<file path="src/rtl/adc_pkg.sv">
package adc_pkg;
    localparam int IMM_W = 13;
    localparam int IDX_W = 3;
    localparam logic [5:0] MAJ_ADD   = 6'b001110;
    localparam logic [2:0] PFX_TAG   = 3'b110;
    localparam logic [3:0] SUB_ALWAYS = 4'b1001;
    localparam logic [3:0] SUB_IF_C   = 4'b0001;
    localparam logic [3:0] SUB_IF_NC  = 4'b0101;

    typedef struct packed {
        logic c;
        logic v;
        logic z;
        logic n;
    } flags_t;
endpackage

</file>
<file path="src/rtl/adc_prefix_acc.sv">
module adc_prefix_acc #(
    parameter int ALU_W = 16
) (
    input  logic                     clk,
    input  logic                     rst_n,
    input  logic                     push,
    input  logic                     consume,
    input  logic [adc_pkg::IMM_W-1:0] push_imm,
    output logic                     has_imm,
    output logic [ALU_W-1:0]         imm
);
    import adc_pkg::*;
    localparam int HI_W = ALU_W - IMM_W;

    typedef struct packed {
        logic [1:0]       cnt;
        logic [HI_W-1:0]  older;
        logic [IMM_W-1:0] newer;
    } pfx_t;

    pfx_t st_d, st_q;

    always_comb begin
        st_d = st_q;
        if (push) begin
            st_d.older = st_q.newer[HI_W-1:0];
            st_d.newer = push_imm;
            st_d.cnt   = (st_q.cnt == 2'd2) ? 2'd2 : st_q.cnt + 2'd1;
        end else if (consume) begin
            st_d = '0;
        end
    end

    always_ff @(posedge clk or negedge rst_n) begin
        if (!rst_n) st_q <= '0;
        else        st_q <= st_d;
    end

    assign has_imm = (st_q.cnt != 2'd0);
    assign imm = (st_q.cnt == 2'd2) ? {st_q.older, st_q.newer}
                                    : {{HI_W{1'b0}}, st_q.newer};

    AST_PFX_CLEAR: assert property (@(posedge clk) disable iff (!rst_n)
        (consume && !push) |=> (st_q.cnt == 2'd0));
    AST_PFX_SHIFT: assert property (@(posedge clk) disable iff (!rst_n)
        (push && st_q.cnt == 2'd2) |=> (st_q.older == $past(st_q.newer[HI_W-1:0]) && st_q.cnt == 2'd2));
endmodule

</file>
<file path="src/rtl/adc_decode.sv">
module adc_decode (
    input  logic                      valid,
    input  logic [15:0]               instr,
    input  logic                      c_flag,
    output logic                      is_pfx,
    output logic [adc_pkg::IMM_W-1:0] pfx_imm,
    output logic                      consume,
    output logic                      exec,
    output logic                      upd_flags,
    output logic [adc_pkg::IDX_W-1:0] rd_idx,
    output logic [adc_pkg::IDX_W-1:0] rs_idx
);
    import adc_pkg::*;
    logic       is_add;
    logic [3:0] sub;

    always_comb begin
        is_pfx    = valid && (instr[15:13] == PFX_TAG);
        is_add    = valid && (instr[15:10] == MAJ_ADD);
        sub       = instr[6:3];
        pfx_imm   = instr[IMM_W-1:0];
        rd_idx    = instr[9:7];
        rs_idx    = instr[2:0];
        consume   = valid && !is_pfx;
        upd_flags = is_add && (sub == SUB_ALWAYS);
        exec      = is_add && ((sub == SUB_ALWAYS) ||
                               (sub == SUB_IF_C  &&  c_flag) ||
                               (sub == SUB_IF_NC && !c_flag));
        if (!valid) assert (!exec && !is_pfx);
    end
endmodule

</file>
<file path="src/rtl/adc_adder.sv">
module adc_adder #(
    parameter int ALU_W = 16
) (
    input  logic [ALU_W-1:0] a,
    input  logic [ALU_W-1:0] b,
    input  logic             cin,
    output logic [ALU_W-1:0] sum,
    output adc_pkg::flags_t  fl
);
    logic [ALU_W:0] wide;
    logic           c_into_msb;

    always_comb begin
        wide       = {1'b0, a} + {1'b0, b} + {{ALU_W{1'b0}}, cin};
        sum        = wide[ALU_W-1:0];
        c_into_msb = a[ALU_W-1] ^ b[ALU_W-1] ^ sum[ALU_W-1];
        fl.c       = wide[ALU_W];
        fl.v       = c_into_msb ^ wide[ALU_W];
        fl.z       = (sum == '0);
        fl.n       = sum[ALU_W-1];
    end
endmodule

</file>
<file path="src/rtl/adc_exec_unit.sv">
module adc_exec_unit #(
    parameter int REG_W = 24,
    parameter int ALU_W = 16
) (
    input  logic             clk,
    input  logic             rst_n,
    input  logic             instr_valid,
    input  logic [15:0]      instr,
    input  logic             delay_slot,
    input  logic [REG_W-1:0] rd_val,
    input  logic [REG_W-1:0] rs_val,
    output logic [2:0]       rd_sel,
    output logic [2:0]       rs_sel,
    output logic             wr_en,
    output logic [REG_W-1:0] wr_data,
    output logic [3:0]       flags
);
    import adc_pkg::*;
    localparam int TOP_W = REG_W - ALU_W;

    flags_t           fl_d, fl_q, add_fl;
    logic             is_pfx, consume, exec, upd_flags, has_imm, use_imm;
    logic [IMM_W-1:0] pfx_imm;
    logic [ALU_W-1:0] imm, op_a, op_b, sum;
    logic             unused_hi;

    assign unused_hi = ^{rd_val[REG_W-1:ALU_W], rs_val[REG_W-1:ALU_W]};

    adc_decode u_dec (
        .valid     (instr_valid),
        .instr     (instr),
        .c_flag    (fl_q.c),
        .is_pfx    (is_pfx),
        .pfx_imm   (pfx_imm),
        .consume   (consume),
        .exec      (exec),
        .upd_flags (upd_flags),
        .rd_idx    (rd_sel),
        .rs_idx    (rs_sel)
    );

    adc_prefix_acc #(.ALU_W(ALU_W)) u_pfx (
        .clk      (clk),
        .rst_n    (rst_n),
        .push     (is_pfx),
        .consume  (consume),
        .push_imm (pfx_imm),
        .has_imm  (has_imm),
        .imm      (imm)
    );

    always_comb begin
        use_imm = has_imm && !delay_slot;
        op_a    = use_imm ? rs_val[ALU_W-1:0] : rd_val[ALU_W-1:0];
        op_b    = use_imm ? imm               : rs_val[ALU_W-1:0];
    end

    adc_adder #(.ALU_W(ALU_W)) u_add (
        .a   (op_a),
        .b   (op_b),
        .cin (fl_q.c),
        .sum (sum),
        .fl  (add_fl)
    );

    always_comb begin
        fl_d = fl_q;
        if (upd_flags) fl_d = add_fl;
    end

    always_ff @(posedge clk or negedge rst_n) begin
        if (!rst_n) fl_q <= '0;
        else        fl_q <= fl_d;
    end

    assign wr_en   = exec;
    assign wr_data = {{TOP_W{1'b0}}, sum};
    assign flags   = fl_q;

    AST_TOP_CLEAR: assert property (@(posedge clk) disable iff (!rst_n)
        wr_en |-> (wr_data[REG_W-1:ALU_W] == '0));
    AST_IDLE_QUIET: assert property (@(posedge clk) disable iff (!rst_n)
        !instr_valid |=> $stable(flags));
    AST_COND_KEEP: assert property (@(posedge clk) disable iff (!rst_n)
        (instr_valid && instr[15:10] == MAJ_ADD && instr[6:3] != SUB_ALWAYS) |=> $stable(flags));
    AST_ZERO_FLAG: assert property (@(posedge clk) disable iff (!rst_n)
        (instr_valid && instr[15:10] == MAJ_ADD && instr[6:3] == SUB_ALWAYS)
        |=> (flags[1] == ($past(wr_data[ALU_W-1:0]) == '0)));
    AST_NEG_FLAG: assert property (@(posedge clk) disable iff (!rst_n)
        (instr_valid && instr[15:10] == MAJ_ADD && instr[6:3] == SUB_ALWAYS)
        |=> (flags[0] == $past(wr_data[ALU_W-1])));
    AST_PFX_NOWRITE: assert property (@(posedge clk) disable iff (!rst_n)
        (instr_valid && instr[15:13] == PFX_TAG) |-> !wr_en);
endmodule

</file>
<file path="config.mk">
export PLATFORM = sky130hd
export DESIGN_NAME = adc_exec_unit
export DESIGN_NICKNAME = d
export VERILOG_FILES = /design/src/rtl/adc_pkg.sv /design/src/rtl/adc_prefix_acc.sv /design/src/rtl/adc_decode.sv /design/src/rtl/adc_adder.sv /design/src/rtl/adc_exec_unit.sv
export SDC_FILE = /design/constraint.sdc
export NUM_CORES = 1
export LEC_CHECK = 0
export BUFFER_PORTS_ARGS = -buffer_cell sky130_fd_sc_hd__buf_2
export CAP_MARGIN = 30
export CORE_ASPECT_RATIO = 1.4
export CORE_MARGIN = 3
export CORE_UTILIZATION = 52
export DETAILED_ROUTE_END_ITERATION = 12
export PLACE_DENSITY = 0.87
export SKIP_LAST_GASP = 1
export SLEW_MARGIN = 25
export SYNTH_ARGS = -nofsm -noshare
export SYNTH_HDL_FRONTEND = slang
export SYNTH_SLANG_ARGS = --single-unit
</file>
<file path="constraint.sdc">
create_clock -name clk -period 8.42 [get_ports clk]
set_clock_uncertainty 0.05 [all_clocks]
set_input_delay 1.684 -clock clk [delete_from_list [all_inputs] [get_ports clk]]
set_output_delay 1.684 -clock clk [all_outputs]
set_load 0.05 [all_outputs]
</file>
## Yosys cells after proc, flatten, opt, wreduce, memory -nomap -nowiden

Index checks and enable logic that the tools add are counted.

- Bits in registers: 22
- Input bits: 68
- Logic and storage cells: 41
- Output and inout bits: 35

- Add/sub/neg operators: 3
- Equality and inequality tests: 6
- Bitwise logic cells: 3
- Reduce and logical (&&, ||, !) cells: 16
- Multiplexer cells: 6

Operator list:

| cell | number |
|---|---|
| two-way mux 16 bit | 3 |
| two-way mux 18 bit | 2 |
| adder 16 x 16 -> 17 bit | 1 |
| adder 17 x 1 -> 17 bit | 1 |
| logical NOT 16 bit | 1 |
| logical AND 1 bit | 8 |
| equality test 6 x 4 -> 1 bit (second input constant) | 1 |
| equality test 4 x 1 -> 1 bit (second input constant) | 1 |
| equality test 4 x 3 -> 1 bit (second input constant) | 1 |
| equality test 4 bit (second input constant) | 1 |
| nonzero test 2 bit | 2 |
| equality test 3 bit (second input constant) | 1 |
| logical NOT 1 bit | 3 |
| bitwise XOR 1 bit | 3 |
| adder 2 x 1 -> 2 bit (second input constant) | 1 |
| equality test 2 bit (second input constant) | 1 |
| logical OR 1 bit | 2 |
| two-way mux 2 bit | 1 |

## Logic depth before layout (Yosys ltp)

Gate-level depths: netlist of the first run.

- Word-level depth: 7
- Gate-level depth with buffers: 15
- Depth with buffers taken out: 14

## By module

A second synthesis of the first run with hierarchy kept.

- Cells, all modules: 286
- Area, all modules: 2,785.2 um^2

Modules (own cells, without submodules):

| module | sequential area each (um^2) | area an instance (um^2) | cells an instance | times used |
|---|---|---|---|---|
| adc_adder | 0.0 | 929.6 | 126 | 1 |
| adc_prefix_acc | 450.4 | 872.1 | 76 | 1 |
| adc_exec_unit | 100.1 | 767.0 | 54 | 1 |
| adc_decode | 0.0 | 216.5 | 30 | 1 |

## Worst setup path before layout of the first run

OpenSTA, ideal clock, no wires.

- Path type: input to output
- Start: input port delay_slot
- End: output port wr_data[12]
- Stages on the path: 11
- Required time: 6,686 ps
- Setup slack: 1,706 ps
- Buffers on the path: 1
- Arrival: 4,980 ps
- Path through: nor2_1 clkbuf_1 mux2_2 fa_1 fa_1 a211oi_1 o21ai_1 a31o_2 a21o_1 a21oi_1 xnor2_1

- Word-level cells in the longest chain between the ends: 5
- Elaborated cells between the ends (all ways): 6
- Classes of those cells: add/sub: 2; mux: 2; reduce/logical: 2

Ends and longest elaborated chain:

| element | line | RTL |
|---|---|---|
| start: declaration | adc_exec_unit.sv:9 | `input logic delay_slot,` |
| logical NOT 1 bit * | adc_exec_unit.sv:53 | `use_imm = has_imm && !delay_slot;` |
| logical AND 1 bit * | adc_exec_unit.sv:53 |  |
| two-way mux 16 bit (on tied branches) | adc_exec_unit.sv:54, adc_exec_unit.sv:55 |  |
| adder 16 x 16 -> 17 bit * | adc_adder.sv:14 | `wide = {1'b0, a} + {1'b0, b} + {{ALU_W{1'b0}}, cin};` |
| adder 17 x 1 -> 17 bit * | adc_adder.sv:14 |  |
| end: declaration | adc_exec_unit.sv:15 | `output logic [REG_W-1:0] wr_data,` |

Every way passes the cells marked *; elsewhere a longest branch is shown, timed or not.

## Final worst setup path of the first run

- Start: input port delay_slot
- End: output port wr_data[14]

Same word-level chain as after synthesis.

==> results of run 1 <==
-- state kept, by name, summed over array words and instances, names as in the netlist --
signal and count:
u_pfx.st_q 18, flags 4
-- synthesized netlist by cell type (2+ instances only) --
cell type / count / area share, %
nor2_1: 3 / 0.50
nor3_1: 3 / 0.67
nand3_1: 9 / 2.0
and4_1: 2 / 0.78
clkbuf_1: 8 / 1.3
nand2_1: 31 / 5.2
xnor2_1: 7 / 2.7
inv_1: 23 / 3.8
ha_1: 17 / 9.4
buf_4: 16 / 5.3
mux2_2: 30 / 15
a211oi_1: 2 / 0.67
dfrtp_1: 22 / 24
fa_1: 2 / 1.8
nor2b_1: 3 / 0.83
nand4bb_1: 2 / 1.0
o21ai_1: 3 / 0.67
a21oi_1: 11 / 2.4
a21o_1: 6 / 2.0
and3_1: 3 / 0.83
o21ai_0: 28 / 6.2
xor2_1: 4 / 1.6
-- per-stage QoR --
stage	worst slack (ps)	area, sq um	cells	hold slack [ps]	total power, mW
2_1_floorplan	1710	2280	270	416	0.316
3_3_place_gp	1620	2580	368	420	0.362
3_5_place_dp	1570	2580	368	424	0.366
4_1_cts	1570	2660	372	444	0.467
5_1_grt	1380	2660	372	490	0.491
6_report	1550	2660	372	438	0.467
-- kinds of logic (layout without fill, tap and decap cells) --
kind of cell               count (synthesis)  in the layout  synth area share [%]
muxes                                     31             31                  15.4
xor gates and xnor gates                  12             12                  4.99
buffers and inverters                     47            106                  10.5
AOI/OAI and AO/OA                         63             63                  17.1
other                                      1              8                 0.166
DFF                                       22             22                  24.4
and+or+nand+nor                           68             68                  16.1
adders and majority gates                 19             19                  11.2
-- area by class of cell --
cell class,instances,area [sq um]
Multi-Input combinational cell,201,1500
Clock inverter,1,30.0
Inverter,23,86.3
Fill cell,352,1400
Timing Repair Buffer,79,398
Tap cell,43,53.8
Sequential cell,22,551
Clock buffer,3,41.3
-- routing by layer --
| layer | part of all wire [%] | up-vias | track usage [%] |
|---|---|---|---|
| met2 | 51 | 73 | 37.5 |
| li1 | - | 1036 | - |
| met5 | 0 | - | 0 |
| met1 | 42 | 988 | 27.1 |
| met4 | 1.7 | 0 | 8.49 |
| met3 | 5.0 | 10 | 2.01 |
-- worst paths after layout --
kind	startpoint	depth (start not counted)	slack (ps)	endpoint
max	delay_slot	12	1550	wr_data[14]
min	flags[1]	2	440	flags[1]
max reg2reg	u_pfx.st_q[17]	14	3850	flags[1]
min reg2reg	flags[1]	2	440	flags[1]
max in group asynchronous	rst_n	1	6650	flags[3]
min in group asynchronous	rst_n	1	1330	u_pfx.st_q[12]
-- worst max-delay path, stage by stage --
cell and delay, ps:
buf_2 120, nor2_2 310, buf_4 400, mux2_2 410
fa_1 490, a211oi_1 340, o21ai_1 150, a31o_2 300
a211o_1 260, a21oi_1 240, xnor2_2 140, buf_2 280
-- where the power goes --
part,internal [mW],switching [mW]
logic,0.0785,0.178
registers,0.109,0.00210
clock network,0.0635,0.0369
==> flow_summary_export.csv, run 1 <==
group,metric,value,unit
die,die_y,83.9,um
timing,worstMarginPinSlew,631,ps
clock_tree,clk_pin_slew_worst_paths,90,ps
timing,period_share,81.6,%
run_status,status,"finished clean",
die,die_w,61.7,um
grt,antenna_found_initial,0,
clock_tree,cts_tree,"done",
pwr,p_per_area,176,nW/um^2
cells_and_area,antennaDiodeCount,0,
clock_tree,cts_resized,0,
placement,place.gp.congestion,0.909,
yosys,synthArstFlopShare,100,%
timing,slew_violations,0,
placement,io_buffers,78,
die,die-area,5170,sq um
route,final_antenna_net_count,0,
pwr,leakage,1.30,nW
route,post_drt_wl_per_cell,15.0,um
timing,hold_viol_final,0,
pwr,irDropWorstVdd,118,uV
timing,finalSetupTns,0,ps
die,start_util,55.6,%
grt,grt_pass1_vias,2045,
yosys,synth_area_per_cell,8.57,sq um
timing,setup_viol_count_final,0,
placement,dp_hpwl,4500,um
cells_and_area,area_delta_synth_final,17.8,%
yosys,ys_warn_count,0,
yosys,synth_edf_count,0,
timing,fin_crit,6870,ps
clock_tree,cts_buffer_depth,2,
clock_tree,cts_root_buf,"clkbuf_8",
grt,overflow,0,
setup_path,crit_path_end_kind,"primary output",
timing,max_freq,146,MHz
yosys,syn_area,2250,sq um
route,drtIter0Drc,115,
clock_tree,cts.sinks,22,
cells_and_area,drive_gt1_share,36.8,%
clock_tree,htree_levels,1,
yosys,synth_cells,263,
timing,timing.slew.headroom,57.9,%
timing,rsz0062_at_grt,"no",
yosys,yosysUniqueCellTypes,50,
grt,grt_pass1_wl,8920,um
yosys,ys.flop_type,"dfrtp_1",
route,drc,0,
setup_path,start_kind,"primary input",
clock_tree,cts_hold_buffers,0,
grt,grt_use_total,21.9,%
yosys,ys_seq_elements,22,
yosys,yosysSeqAreaShare,24.4,%
setup_path,crit_required,6690,ps
setup_path,path_max_fanout,26,
route,vias,2107,
route,via_per_inst,5.66,
clock_tree,post_cts.repair.setup_buffers,0,
clock_tree,cts_made_buffers,3,
die,rows,27,
run,max_cap_viol_count,0,
die,design.portCount,103,
hold_path,hp-class,"reg -> reg",
cells_and_area,final_nets,417,
cells_and_area,final_cell_mix,"buf_2 (78), nand2_1 (31), mux2_2 (30), o21ai_0 (28), inv_1 (23)",
cells_and_area,final_common_cell,"buf_2",
setup_path,worstPathArrival,5140,ps
clock_tree,insertion_delay,270,ps
cells_and_area,finish.utilization,65.5,%
route,drt_first_pass_iters,4,
setup_path,crit_type,"in -> out",
route,routed_wl,5580,um
grt,grt_max_degree,27,
die,fp.coreArea,4050,sq um
Power figures use the tool's default switching activity.
==> run 2, diff against run 1 <==
--- a/config.mk
+++ b/config.mk
@@ -5,13 +5,14 @@
 export SDC_FILE = /design/constraint.sdc
 export NUM_CORES = 1
 export LEC_CHECK = 0
+export ABC_AREA = 1
 export BUFFER_PORTS_ARGS = -buffer_cell sky130_fd_sc_hd__buf_2
 export CAP_MARGIN = 30
 export CORE_ASPECT_RATIO = 1.4
 export CORE_MARGIN = 3
-export CORE_UTILIZATION = 52
+export CORE_UTILIZATION = 49
 export DETAILED_ROUTE_END_ITERATION = 12
-export PLACE_DENSITY = 0.87
+export PLACE_DENSITY = 0.81
 export SKIP_LAST_GASP = 1
 export SLEW_MARGIN = 25
 export SYNTH_ARGS = -nofsm -noshare
==> constraint.sdc (replaced) <==
create_clock -name clk -period 6.6 [get_ports clk]
set_clock_uncertainty 0.05 [all_clocks]
set_input_delay 1.32 -clock clk [delete_from_list [all_inputs] [get_ports clk]]
set_output_delay 1.32 -clock clk [all_outputs]
set_load 0.05 [all_outputs]
==> flow_summary_export.csv, run 2 <==
group,metric,value,unit
cells_and_area,top_register,"u_pfx.st_q",
grt,grt_pass1_wl,10600,um
yosys,syn_area,2490,sq um
route,drtIter0Drc,91,
hold_path,hp-class,"reg -> reg",
die,design.portCount,103,
setup_path,start_kind,"primary input",
setup_path,crit_type,"in -> out",
yosys,synth_edf_count,0,
route,via_per_inst,4.90,
clock_tree,htree_levels,1,
clock_tree,cts_resized,0,
run_status,status,"finished clean",
timing,slew_violations,0,
clock_tree,cts_buffer_depth,2,
die,rows,30,
route,vias,2570,
clock_tree,cts_root_buf,"clkbuf_8",
clock_tree,insertion_delay,260,ps
placement,place.gp.congestion,0.867,
yosys,yosysUniqueCellTypes,31,
yosys,synth_area_leaders,"dfrtp_1 (22%), nand2_1 (13%), inv_1 (13%)",
yosys,synthMostInstantiatedCell,"nand2_1",
timing,fin_crit,5390,ps
route,routed_wl,6060,um
yosys,synth_top_area_share,22.1,%
yosys,ys.flop_type,"dfrtp_1",
yosys,synthArstFlopShare,100,%
pwr,irDropWorstVdd,144,uV
route,drc,0,
grt,grt_pass1_vias,2533,
cells_and_area,final_common_cell,"nand2_1",
cells_and_area,antennaDiodeCount,0,
timing,rsz0062_at_grt,"no",
die,die_w,66.3,um
placement,post_dp_cell_area,2850,sq um
cells_and_area,final_cell_mix,"nand2_1 (89), inv_1 (84), buf_2 (78), nor2_1 (36), a21oi_1 (28)",
timing,hold_viol_final,0,
route,final_antenna_net_count,0,
timing,timing.slew.headroom,51.9,%
clock_tree,post_cts.repair.setup_buffers,0,
pwr,leakage,1.67,nW
clock_tree,clk_pin_slew_worst_paths,70,ps
die,fp.coreArea,4880,sq um
timing,max_freq,186,MHz
timing,period_share,81.6,%
die,die_y,90.4,um
yosys,ys_warn_count,0,
cells_and_area,drive_gt1_share,23.3,%
setup_path,crit_path_end_kind,"primary output",
die,start_util,51.1,%
setup_path,worstPathArrival,4020,ps
placement,placed_cells,521,
run,max_cap_viol_count,0,
cells_and_area,area_delta_synth_final,15.9,%
yosys,synth.cells.most_frequent,"nand2_1 (89), inv_1 (84), nor2_1 (37)",
grt,overflow,0,
grt,grt_max_degree,57,
timing,setup_viol_count_final,0,
cells_and_area,finalInstanceArea,2890,sq um
timing,worstMarginPinSlew,720,ps
cells_and_area,stdcell_count,524,
clock_tree,cts_hold_buffers,0,
timing,finalSetupTns,0,ps
placement,io_buffers,78,
cells_and_area,largest_reg_flops,18,
yosys,synth_area_per_cell,6.29,sq um
grt,grt_use_total,21.9,%
die,die-area,5990,sq um
route,post_drt_wl_per_cell,11.6,um
yosys,synth_top_area_cell,"dfrtp_1",
cells_and_area,finish.utilization,59.2,%
yosys,synth_cells,396,
grt,antenna_found_initial,0,
pwr,p_per_area,200,nW/um^2
cells_and_area,nFillCells,498,
placement,dp_hpwl,5120,um
setup_path,crit_required,5230,ps
cells_and_area,register_area,551,sq um
clock_tree,cts_tree,"done",
cells_and_area,final_nets,549,
setup_path,path_max_fanout,56,
route,drt_first_pass_iters,4,
yosys,ys_seq_elements,22,
cells_and_area,multi_input_area,1500,sq um
yosys,yosysSeqAreaShare,22.1,%
pwr,finalPower,0.578,mW
clock_tree,cts.sinks,22,
clock_tree,cts_made_buffers,3,
run 2: cell count changes in the layout (fill, tap and decap cells not counted), moves of 5 or more:
| cell | previous run | this run |
|---|---|---|
| a21oi_1 | 11 | 28 |
| o22ai_1 | 0 | 18 |
| o21ai_0 | 28 | 13 |
| xnor2_1 | 7 | 2 |
| nor2_1 | 2 | 36 |
| inv_1 | 23 | 84 |
| a21o_1 | 6 | 0 |
| nand3_1 | 9 | 17 |
| mux2_2 | 30 | 7 |
| nand2_1 | 31 | 89 |
| nand2_2 | 0 | 12 |
run 2: worst max-delay path, cell delays in order:
cell	delay, ps
buf_2	110
nor2_4	90
buf_4	450
a21oi_1	160
fa_1	460
fa_1	430
nand2_1	120
nand2_1	80
nand3_1	120
nand2_1	100
nand2_2	90
nand2_2	50
nand2_1	50
nand2_1	60
inv_1	50
buf_2	250
run 2: final timing paths:
path	start	endpoint	slack (ps)	depth (start not counted)
setup / recovery	delay_slot	wr_data[12]	1210	16
hold / removal	flags[1]	flags[1]	430	2
setup reg to reg	u_pfx.st_q[16]	flags[2]	3210	17
hold reg to reg	flags[1]	flags[1]	430	2
max in group asynchronous	rst_n	u_pfx.st_q[8]	5210	1
min in group asynchronous	rst_n	flags[1]	960	1
run 2: where the power goes:
| part | internal (mW) | switching (mW) | total [mW] | leakage, nW |
|---|---|---|---|---|
| clock | 0.0407 | 0.0403 | 0.0810 | 0.0216 |
| combinational | 0.100 | 0.255 | 0.356 | 1.35 |
| sequential | 0.139 | 0.00207 | 0.141 | 0.303 |
run 2: layer usage:
layer / vias up / part of all wire, % / global-route usage [%]
met4: 0 / 3.0 / 9.49
li1: 1349 / - / -
met2: 71 / 52 / 38.3
met1: 1136 / 41 / 26.9
met3: 14 / 4.3 / 1.25
met5: - / 0 / 0
run 2: cells by family after synthesis:
kind of cell,Yosys count,share of synthesized area [%]
xor gates and xnor gates,3,1.05
and+or+nand+nor,169,29.6
AOI/OAI and AO/OA,66,14.9
DFF,22,22.1
other,1,0.151
muxes,7,3.16
adders and majority gates,19,10.1
buffers and inverters,109,18.9
run 2: cell type report:
| class | count | area share, % |
|---|---|---|
| multi-input cells | 272 | 52.0 |
| repair buffers | 79 | 13.8 |
| clock buffers | 3 | 1.43 |
| flip-flops and latches | 22 | 19.1 |
| inverters | 84 | 10.9 |
| well taps | 64 | 2.77 |
run 2: per-stage QoR:
step	setup WS, ps	hold WS [ps]
after global placement	1260	416
after global routing	928	443
final	1210	434
after detailed placement	1230	414
after floorplan	1500	451
after CTS	1220	431
